File: src/rtl/sortset_pkg.sv
package sortset_pkg;

  typedef enum logic [2:0] {
    OP_UNION = 3'd0,
    OP_AND   = 3'd1,
    OP_DIFF  = 3'd2,
    OP_LT    = 3'd3,
    OP_GT    = 3'd4,
    OP_LE    = 3'd5,
    OP_GE    = 3'd6,
    OP_NONE  = 3'd7
  } setOp_e;

  // strobes from control to datapath
  typedef struct packed {
    logic clear;
    logic advA;
    logic advB;
    logic emitA;
    logic emitB;
    logic finish;
    logic setOvf;
  } ctlStrobe_t;

endpackage

File: src/rtl/sortset_dp.sv
module sortset_dp
  import sortset_pkg::*;
#(
  parameter int KEY_W     = 32,
  parameter int VAL_W     = 32,
  parameter int SRC_DEPTH = 8,
  parameter int RES_DEPTH = 8,
  localparam int SIDX_W   = $clog2(SRC_DEPTH),
  localparam int SCNT_W   = $clog2(SRC_DEPTH + 1),
  localparam int RIDX_W   = $clog2(RES_DEPTH),
  localparam int RCNT_W   = $clog2(RES_DEPTH + 1)
) (
  input  logic              clk,
  input  logic              rst_n,
  input  ctlStrobe_t        stb,
  input  logic              idle,
  input  logic              srcWrEn,
  input  logic              srcWrSel,
  input  logic [SIDX_W-1:0] srcWrIdx,
  input  logic [KEY_W-1:0]  srcWrKey,
  input  logic [VAL_W-1:0]  srcWrVal,
  input  logic [SCNT_W-1:0] startLenA,
  input  logic [SCNT_W-1:0] startLenB,
  output logic [KEY_W-1:0]  headKeyA,
  output logic [KEY_W-1:0]  headKeyB,
  output logic              headValidA,
  output logic              headValidB,
  output logic              resFull,
  input  logic [RIDX_W-1:0] resRdIdx,
  output logic [KEY_W-1:0]  resRdKey,
  output logic [VAL_W-1:0]  resRdVal,
  output logic [RCNT_W-1:0] resCount,
  output logic              ovfFlag
);

  logic [SCNT_W-1:0] idxA, idxB, lenA, lenB;
  logic [RCNT_W-1:0] rCnt;
  logic [VAL_W-1:0]  headValA, headValB;
  logic [KEY_W-1:0]  wrKey;
  logic [VAL_W-1:0]  wrVal;
  logic              wrEn;

  // two identical source banks
  for (genvar s = 0; s < 2; s++) begin : g_src
    logic [KEY_W-1:0] key [SRC_DEPTH];
    logic [VAL_W-1:0] val [SRC_DEPTH];
    always_ff @(posedge clk) begin
      if (srcWrEn && idle && (srcWrSel == 1'(s))) begin
        key[srcWrIdx] <= srcWrKey;
        val[srcWrIdx] <= srcWrVal;
      end
    end
  end

  assign headKeyA   = g_src[0].key[idxA[SIDX_W-1:0]];
  assign headValA   = g_src[0].val[idxA[SIDX_W-1:0]];
  assign headKeyB   = g_src[1].key[idxB[SIDX_W-1:0]];
  assign headValB   = g_src[1].val[idxB[SIDX_W-1:0]];
  assign headValidA = idxA < lenA;
  assign headValidB = idxB < lenB;
  assign resFull    = rCnt == RCNT_W'(RES_DEPTH);

  // result buffer
  logic [KEY_W-1:0] rKey [RES_DEPTH];
  logic [VAL_W-1:0] rVal [RES_DEPTH];

  assign wrEn  = stb.emitA || stb.emitB;
  assign wrKey = stb.emitA ? headKeyA : headKeyB;
  assign wrVal = stb.emitA ? headValA : headValB;

  always_ff @(posedge clk) begin
    if (wrEn) begin
      rKey[rCnt[RIDX_W-1:0]] <= wrKey;
      rVal[rCnt[RIDX_W-1:0]] <= wrVal;
    end
  end

  assign resRdKey = rKey[resRdIdx];
  assign resRdVal = rVal[resRdIdx];
  assign resCount = rCnt;

  always_ff @(posedge clk or negedge rst_n) begin
    if (!rst_n) begin
      idxA    <= '0;
      idxB    <= '0;
      lenA    <= '0;
      lenB    <= '0;
      rCnt    <= '0;
      ovfFlag <= 1'b0;
    end else if (stb.clear) begin
      idxA    <= '0;
      idxB    <= '0;
      lenA    <= (startLenA > SCNT_W'(SRC_DEPTH)) ? SCNT_W'(SRC_DEPTH) : startLenA;
      lenB    <= (startLenB > SCNT_W'(SRC_DEPTH)) ? SCNT_W'(SRC_DEPTH) : startLenB;
      rCnt    <= '0;
      ovfFlag <= 1'b0;
    end else begin
      if (stb.advA) idxA <= idxA + 1'b1;
      if (stb.advB) idxB <= idxB + 1'b1;
      if (wrEn)     rCnt <= rCnt + 1'b1;
      if (stb.setOvf) ovfFlag <= 1'b1;
    end
  end

  AST_ONE_EMIT: assert property (@(posedge clk) disable iff (!rst_n)
    !(stb.emitA && stb.emitB));
  AST_NO_WRITE_WHEN_FULL: assert property (@(posedge clk) disable iff (!rst_n)
    resFull |-> !wrEn);
  AST_OVF_AT_FULL: assert property (@(posedge clk) disable iff (!rst_n)
    ovfFlag |-> resFull);
  AST_RESULT_ASCENDING: assert property (@(posedge clk) disable iff (!rst_n)
    (wrEn && rCnt != '0) |-> (wrKey > rKey[RIDX_W'(rCnt - 1'b1)]));
  AST_COUNT_STEP: assert property (@(posedge clk) disable iff (!rst_n)
    (!stb.clear && !wrEn) |=> $stable(rCnt));

endmodule

File: src/rtl/sortset_ctl.sv
module sortset_ctl
  import sortset_pkg::*;
#(
  parameter int KEY_W = 32
) (
  input  logic             clk,
  input  logic             rst_n,
  input  logic             start,
  input  logic [2:0]       opSel,
  input  logic [KEY_W-1:0] boundKey,
  input  logic [KEY_W-1:0] headKeyA,
  input  logic [KEY_W-1:0] headKeyB,
  input  logic             headValidA,
  input  logic             headValidB,
  input  logic             resFull,
  output ctlStrobe_t       stb,
  output logic             idle,
  output logic             busy,
  output logic             done
);

  typedef enum logic {ST_IDLE, ST_RUN} ctlState_e;

  ctlState_e        state, nextState;
  setOp_e           opReg;
  logic [KEY_W-1:0] boundReg;
  logic             wantA, wantB, advA, advB, fin, slicePass;
  logic             aLtB, aEqB;

  assign aLtB = headKeyA < headKeyB;
  assign aEqB = headKeyA == headKeyB;
  assign idle = state == ST_IDLE;
  assign busy = state == ST_RUN;

  always_comb begin
    unique case (opReg)
      OP_LT:   slicePass = headKeyA <  boundReg;
      OP_GT:   slicePass = headKeyA >  boundReg;
      OP_LE:   slicePass = headKeyA <= boundReg;
      OP_GE:   slicePass = headKeyA >= boundReg;
      default: slicePass = 1'b0;
    endcase
  end

  // one merge decision per clock
  always_comb begin
    wantA = 1'b0; wantB = 1'b0; advA = 1'b0; advB = 1'b0; fin = 1'b0;
    unique case (opReg)
      OP_UNION: begin
        if (headValidA && headValidB) begin
          if (aLtB)      begin wantA = 1'b1; advA = 1'b1; end
          else if (aEqB) begin wantA = 1'b1; advA = 1'b1; advB = 1'b1; end
          else           begin wantB = 1'b1; advB = 1'b1; end
        end else if (headValidA) begin wantA = 1'b1; advA = 1'b1; end
        else if (headValidB)     begin wantB = 1'b1; advB = 1'b1; end
        else fin = 1'b1;
      end
      OP_AND: begin
        if (headValidA && headValidB) begin
          if (aLtB)      advA = 1'b1;
          else if (aEqB) begin wantA = 1'b1; advA = 1'b1; advB = 1'b1; end
          else           advB = 1'b1;
        end else fin = 1'b1;
      end
      OP_DIFF: begin
        if (headValidA && headValidB) begin
          if (aLtB)      begin wantA = 1'b1; advA = 1'b1; end
          else if (aEqB) begin advA = 1'b1; advB = 1'b1; end
          else           advB = 1'b1;
        end else if (headValidA) begin wantA = 1'b1; advA = 1'b1; end
        else fin = 1'b1;
      end
      OP_LT, OP_GT, OP_LE, OP_GE: begin
        if (headValidA) begin wantA = slicePass; advA = 1'b1; end
        else fin = 1'b1;
      end
      default: fin = 1'b1;
    endcase
  end

  always_comb begin
    stb       = '0;
    nextState = state;
    unique case (state)
      ST_IDLE: begin
        if (start) begin
          stb.clear = 1'b1;
          nextState = ST_RUN;
        end
      end
      ST_RUN: begin
        if ((wantA || wantB) && resFull) begin
          stb.finish = 1'b1;
          stb.setOvf = 1'b1;
        end else begin
          stb.emitA  = wantA;
          stb.emitB  = wantB;
          stb.advA   = advA;
          stb.advB   = advB;
          stb.finish = fin;
        end
        if (stb.finish) nextState = ST_IDLE;
      end
      default: nextState = ST_IDLE;
    endcase
  end

  always_ff @(posedge clk or negedge rst_n) begin
    if (!rst_n) begin
      state    <= ST_IDLE;
      opReg    <= OP_NONE;
      boundReg <= '0;
      done     <= 1'b0;
    end else begin
      state <= nextState;
      done  <= busy && stb.finish;
      if (stb.clear) begin
        opReg    <= setOp_e'(opSel);
        boundReg <= boundKey;
      end
    end
  end

  AST_DONE_SINGLE: assert property (@(posedge clk) disable iff (!rst_n)
    done |=> !done);
  AST_DONE_NOT_BUSY: assert property (@(posedge clk) disable iff (!rst_n)
    done |-> !busy);
  AST_START_RAISES_BUSY: assert property (@(posedge clk) disable iff (!rst_n)
    (idle && start) |=> busy);
  AST_RUN_PROGRESS: assert property (@(posedge clk) disable iff (!rst_n)
    (busy && !stb.finish) |-> (stb.advA || stb.advB));
  AST_BUSY_START_IGNORED: assert property (@(posedge clk) disable iff (!rst_n)
    busy |=> $stable(opReg));

endmodule

File: src/rtl/sortset_engine.sv
module sortset_engine
  import sortset_pkg::*;
#(
  parameter int KEY_W     = 32,
  parameter int VAL_W     = 32,
  parameter int SRC_DEPTH = 8,
  parameter int RES_DEPTH = 8,
  localparam int SIDX_W   = $clog2(SRC_DEPTH),
  localparam int SCNT_W   = $clog2(SRC_DEPTH + 1),
  localparam int RIDX_W   = $clog2(RES_DEPTH),
  localparam int RCNT_W   = $clog2(RES_DEPTH + 1)
) (
  input  logic              clk,
  input  logic              rst_n,
  input  logic              srcWrEn,
  input  logic              srcWrSel,
  input  logic [SIDX_W-1:0] srcWrIdx,
  input  logic [KEY_W-1:0]  srcWrKey,
  input  logic [VAL_W-1:0]  srcWrVal,
  input  logic              start,
  input  logic [2:0]        opSel,
  input  logic [SCNT_W-1:0] lenA,
  input  logic [SCNT_W-1:0] lenB,
  input  logic [KEY_W-1:0]  boundKey,
  input  logic [RIDX_W-1:0] resRdIdx,
  output logic [KEY_W-1:0]  resRdKey,
  output logic [VAL_W-1:0]  resRdVal,
  output logic              busy,
  output logic              done,
  output logic [RCNT_W-1:0] resCount,
  output logic              overflow
);

  ctlStrobe_t       stb;
  logic             idle, headValidA, headValidB, resFull;
  logic [KEY_W-1:0] headKeyA, headKeyB;

  sortset_ctl #(.KEY_W(KEY_W)) u_ctl (
    .clk(clk), .rst_n(rst_n), .start(start), .opSel(opSel), .boundKey(boundKey),
    .headKeyA(headKeyA), .headKeyB(headKeyB), .headValidA(headValidA),
    .headValidB(headValidB), .resFull(resFull), .stb(stb), .idle(idle),
    .busy(busy), .done(done)
  );

  sortset_dp #(.KEY_W(KEY_W), .VAL_W(VAL_W), .SRC_DEPTH(SRC_DEPTH),
               .RES_DEPTH(RES_DEPTH)) u_dp (
    .clk(clk), .rst_n(rst_n), .stb(stb), .idle(idle), .srcWrEn(srcWrEn),
    .srcWrSel(srcWrSel), .srcWrIdx(srcWrIdx), .srcWrKey(srcWrKey),
    .srcWrVal(srcWrVal), .startLenA(lenA), .startLenB(lenB),
    .headKeyA(headKeyA), .headKeyB(headKeyB), .headValidA(headValidA),
    .headValidB(headValidB), .resFull(resFull), .resRdIdx(resRdIdx),
    .resRdKey(resRdKey), .resRdVal(resRdVal), .resCount(resCount),
    .ovfFlag(overflow)
  );

endmodule

File: config.mk
export PLATFORM = sky130hd
export DESIGN_NAME = sortset_engine
export DESIGN_NICKNAME = d
export VERILOG_FILES = /design/src/rtl/sortset_pkg.sv /design/src/rtl/sortset_dp.sv /design/src/rtl/sortset_ctl.sv /design/src/rtl/sortset_engine.sv
export SDC_FILE = /design/constraint.sdc
export NUM_CORES = 2
export LEC_CHECK = 0
export CAP_MARGIN = 20
export CORE_MARGIN = 2
export CORE_UTILIZATION = 45
export CTS_CLUSTER_SIZE = 28
export DETAILED_ROUTE_END_ITERATION = 16
export DONT_BUFFER_PORTS = 1
export GPL_TIMING_DRIVEN = 0
export HOLD_SLACK_MARGIN = 0.05
export PLACE_DENSITY = 0.63
export SLEW_MARGIN = 20
export SYNTH_ARGS = -nofsm -noshare
export SYNTH_HDL_FRONTEND = slang
export SYNTH_SLANG_ARGS = --single-unit
File: constraint.sdc
create_clock -name clk -period 28.6 [get_ports clk]
set_clock_uncertainty 0.05 [all_clocks]
set_input_delay 2.86 -clock clk [delete_from_list [all_inputs] [get_ports clk]]
set_output_delay 2.86 -clock clk [all_outputs]
set_load 0.02 [all_outputs]
==> metrics.md <==
| Metric | Value |
|---|---|
| TritonCTS clock tree | built |
| Post-route setup slack | approximately 20 ns |
| Detailed Place HPWL | approximately 110 mm |
| Slew Limit Fails | 0 |
| Area Overhead vs Synth | 14.98% |
| Initial antenna violation count | 7 |
| Initial core utilization | 45.43% |
| Max-cap viol count | 0 |
| Cell count after synthesis | 2,852 |
| Worst reg2reg setup slack | 20.45 ns |
| Setup violations, final | 0 |
| Cell Pwr Density | between 90 and 100 nW/µm² |
| Outcome | complete, no violations |
| Fraction of registers with async set/reset | 3.639% |
| Unrepaired setup endpoints after global routing | no |
| Number of synthesized flops with an enable pin | about 1,500 |
| Dpl ws | roughly 20 ns |
| Final antenna-violating net count | 0 |
| Avg Cell Area, Syn | 21.93 µm² |
| CORE AREA | 137,700 µm² |
| Crit path max-delay family | buffers and inverters |
| GRT Overall Usage | 21.83% |
| Global route total overflow | 0 |
| Flops & latches, synth | 1,594 |
| Critical hold path startpoint | u_dp.lenA[0] |
| Routed len/inst | 30.19 µm |
| Worst path cell trace | clkbuf_1 > clkbuf_1 > buf_1 > buf_6 > mux4_2 > mux2i_1 > inv_1 > ha_1 > nand4_1 > nor4_1 > o41ai_1 > a2111oi_2 > a211o_1 > nand3_1 > nor3b_2 > buf_6 > buf_4 > buf_4 > buf_4 |
| Critical path class | register to register |
| Clk buf depth | 3 |
| CP Capture Type | register |
| Comb pwr share | 26.4% |
| # rows | about 140 |
| Hold WS | 0.4606 ns |
| Worst Path Max Fanout | 10 |
| Drt total wl | 153.6 mm |
| GPL Wtd Cong | 0.8640 |
| Io pins | 189 |
| Clock transition at path regs | 0.06 ns |
| Die area | about 140,000 µm² |
| Startpoint type of the worst setup path | register |
| Fin. Hold Viols | 0 |
| Reg2reg end | u_dp.rVal[4][13] |
| Worst hold path class | register to register |
| Most used cell, CP | buf_4 |
| Pre-antenna DRT Iters | 7 |
| Layout Nets | 3,361 |
| Worst-Skew Late Latency | 0.79 ns |
| CTS Buf Count | 156 |
| Vias per inst | 5.898 |
| Die extent in x | 376.8 µm |
| H-tree Lvls | 4 |
| Hold buffer count at CTS | 0 |
| Peak Freq | roughly 0.12 GHz |
| Sequential share of power | 44.1% |
| Cells resized by post-CTS repair | 0 |
| Vias in the first global route | slightly above 30,000 |
| Synthesized cell area | 62,540 µm² |
| Final Cycle Share | 28.51% |
| Syn_nets | 3,044 |
| Rel. slew slack | 17.94% |
| Die height | roughly 380 µm |
| WP data required | roughly 29 ns |
| Synth Warn # | 0 |
| P_sw | roughly 2 mW |
| Finished Cell Area | 71,910 µm² |
| Buffers & Inverters on Critical Path | 9 |
| Hold endpoint | u_dp.lenA[0] |
| Clock Sinks | 1,594 |
| TNS Setup | 0 ns |
| Hold Path Stages | 2 |
| Synth unique cells | just over 60 |
| Launch point of the worst reg-to-reg path | u_dp.idxA[0] |
| Top_reg_cell synth | edfxtp_1 |
| Crit path DAT | roughly 8.6 ns |
| First-pass GRT wire length | 219.2 mm |
| Largest net degree at the start of global routing | 59 |
| Filler Cell Count | 10,400 |
| Slowest stage delay, CP | 0.80 ns |
| Least-Margin Pin Slew | roughly 1.2 ns |
| Sequential fraction of the synthesis area | 76.07% |
| I/O Buffers | 0 |
| Peak supply drop | 0.06069 mV |
| Layout cell share with drive strength beyond 1 | 26.77% |
| Tmin final | 8.153 ns |
| Static leakage | around 23 nW |
| Reg2Reg Depth | 19 |
| Via total after detailed routing | 30,000 |
| Internal Dissipation | 4.824 mW |
| Critical path's slowest cell | nor4_1 |
| Clock Power Share | 29.5% |
| Violation count after the first detailed-route iteration | 3,343 |
| Sw frac | 29.82% |
| Area after DPL | 66,830 µm² |
| # Post-CTS Setup Buffers | 0 |
| DRC | 0 |
| Root Driver | clkbuf_16 |
## cell type report
| class | count | area [µm²] | share of cell area [%] |
|---|---|---|---|
| antenna | 2 | 5.005 | 0.006960 |
| multi-input combinational | 1048 | 14240 | 19.80 |
| sequential | 1594 | 47580 | 66.17 |
| timing repair buffer | 159 | 1918 | 2.667 |
| clock buffer | 194 | 4184 | 5.818 |
| inverter | 81 | 304.0 | 0.4228 |
| tap | 1794 | 2245 | 3.121 |
| clock inverter | 86 | 832.0 | 1.157 |
| buffer | 129 | 606.8 | 0.8439 |
## sequential cells by signal (all words and copies together) (netlist names), 32 cells and up
name,cells
u_ctl.boundReg,32
u_dp.g_src.key,512
u_dp.g_src.val,512
u_dp.rKey,256
u_dp.rVal,256
## synthesized netlist by cell type, types with 3 or more instances
cell / count / area share (%)
edfxtp_1: 1536 / 74
mux4_2: 384 / 14
mux2i_1: 197 / 3.2
inv_1: 80 / 0.48
clkbuf_1: 78 / 0.47
nand2_1: 75 / 0.45
ha_1: 74 / 1.5
mux2_2: 64 / 1.2
dfrtp_1: 55 / 2.2
o21ai_0: 54 / 0.43
buf_1: 42 / 0.25
a21oi_1: 36 / 0.29
nor2_1: 33 / 0.20
nand3_1: 17 / 0.14
nand4_1: 17 / 0.17
nor3_1: 13 / 0.10
nand3b_1: 8 / 0.096
o211ai_1: 7 / 0.084
a211o_1: 6 / 0.084
buf_12: 6 / 0.19
a21o_1: 4 / 0.048
nand2b_1: 4 / 0.040
nor4_1: 4 / 0.040
a211oi_1: 3 / 0.036
a31o_2: 3 / 0.042
dfstp_2: 3 / 0.13
nor2b_1: 3 / 0.030
or3_1: 3 / 0.030
## power groups by stage
stage               Clock (mW)  Combinational (mW)  Sequential (mW)
global route              2.15                1.94             3.05
CTS                       2.05                1.81             3.03
floorplan                    0                1.16             3.07
finish                    2.02                1.82             3.03
detailed placement           0                1.80             3.08
global placement             0                1.68             3.12
## worst reg2reg max path, cell delays in order (launching register included)
cell and delay [ns]:
dfrtp_1 0.35, clkbuf_1 0.41, clkbuf_1 0.74, buf_1 0.51
buf_6 0.23, mux4_2 0.55, mux2i_1 0.36, inv_1 0.15
ha_1 0.34, nand4_1 0.17, nor4_1 0.80, o41ai_1 0.38
a2111oi_2 0.65, a211o_1 0.28, nand3_1 0.30, nor3b_2 0.71
buf_6 0.24, buf_4 0.20, buf_4 0.22, buf_4 0.20
## metal layers
layer	vias to the layer above	share of wire, %	GRT usage, %
li1	12530	-	-
met1	16100	41	30.24
met2	1153	48	34.65
met3	210	8.7	5.333
met4	6	2.3	6.189
met5	-	0.023	0
## kinds of logic after synthesis
group / Yosys count / share of synthesized area, %
AO/OA/AOI/OAI: 139 / 1.404
XOR/XNOR: 3 / 0.04202
adder cells (fa/ha/maj): 74 / 1.480
buffers and inverters: 210 / 1.432
flip-flops: 1594 / 76.07
multiplexers: 645 / 18.13
AND/OR/NAND/NOR: 187 / 1.434
## worst max-delay path by stage
| stage | slack [ns] | depth (start not counted) | to | start |
|---|---|---|---|---|
| 4_1_cts | 20.16 | 4 | resRdKey[30] | resRdIdx[0] |
| 2_1_floorplan | 17.41 | 15 | u_dp.rKey[3][0] | u_dp.idxA[0] |
| 5_1_grt | 19.95 | 19 | u_dp.rVal[3][6] | u_dp.idxA[0] |
| 6_report | 20.45 | 19 | u_dp.rVal[4][13] | u_dp.idxA[0] |
| 3_3_place_gp | 7.64 | 14 | u_dp.rVal[1][10] | u_dp.idxA[0] |
| 3_5_place_dp | 20.16 | 4 | resRdKey[30] | resRdIdx[0] |
## layout by cell type (no fill, tap or decap), types with 7 or more instances in the layout
cell       count
buf_6         24
nor3_1         7
buf_1         32
buf_12        37
nor2_4        13
clkbuf_16    162
inv_1         80
buf_2         24
nand4_1       17
edfxtp_1    1536
buf_16        13
a21oi_1       36
clkinv_2      27
nand3_1       17
nand3b_1       8
clkinv_1      34
dfrtp_1       55
o21ai_0       54
mux4_2       384
bufinv_16     16
nor2_1        20
o211ai_1       7
clkbuf_2       9
buf_4         68
inv_6          7
ha_1          74
clkbuf_1     107
mux2i_1      194
mux2_2        64
nand2_1       75
## metrics by stage
stage	util, %	std cells	power [mW]
2_1_floorplan	-	2852	4.232
3_3_place_gp	47.06	4646	4.804
3_5_place_dp	48.55	4802	4.882
4_1_cts	52.19	5082	6.896
5_1_grt	52.23	5085	7.133
6_report	52.24	5087	6.874
(Power assumes the default switching activity.)
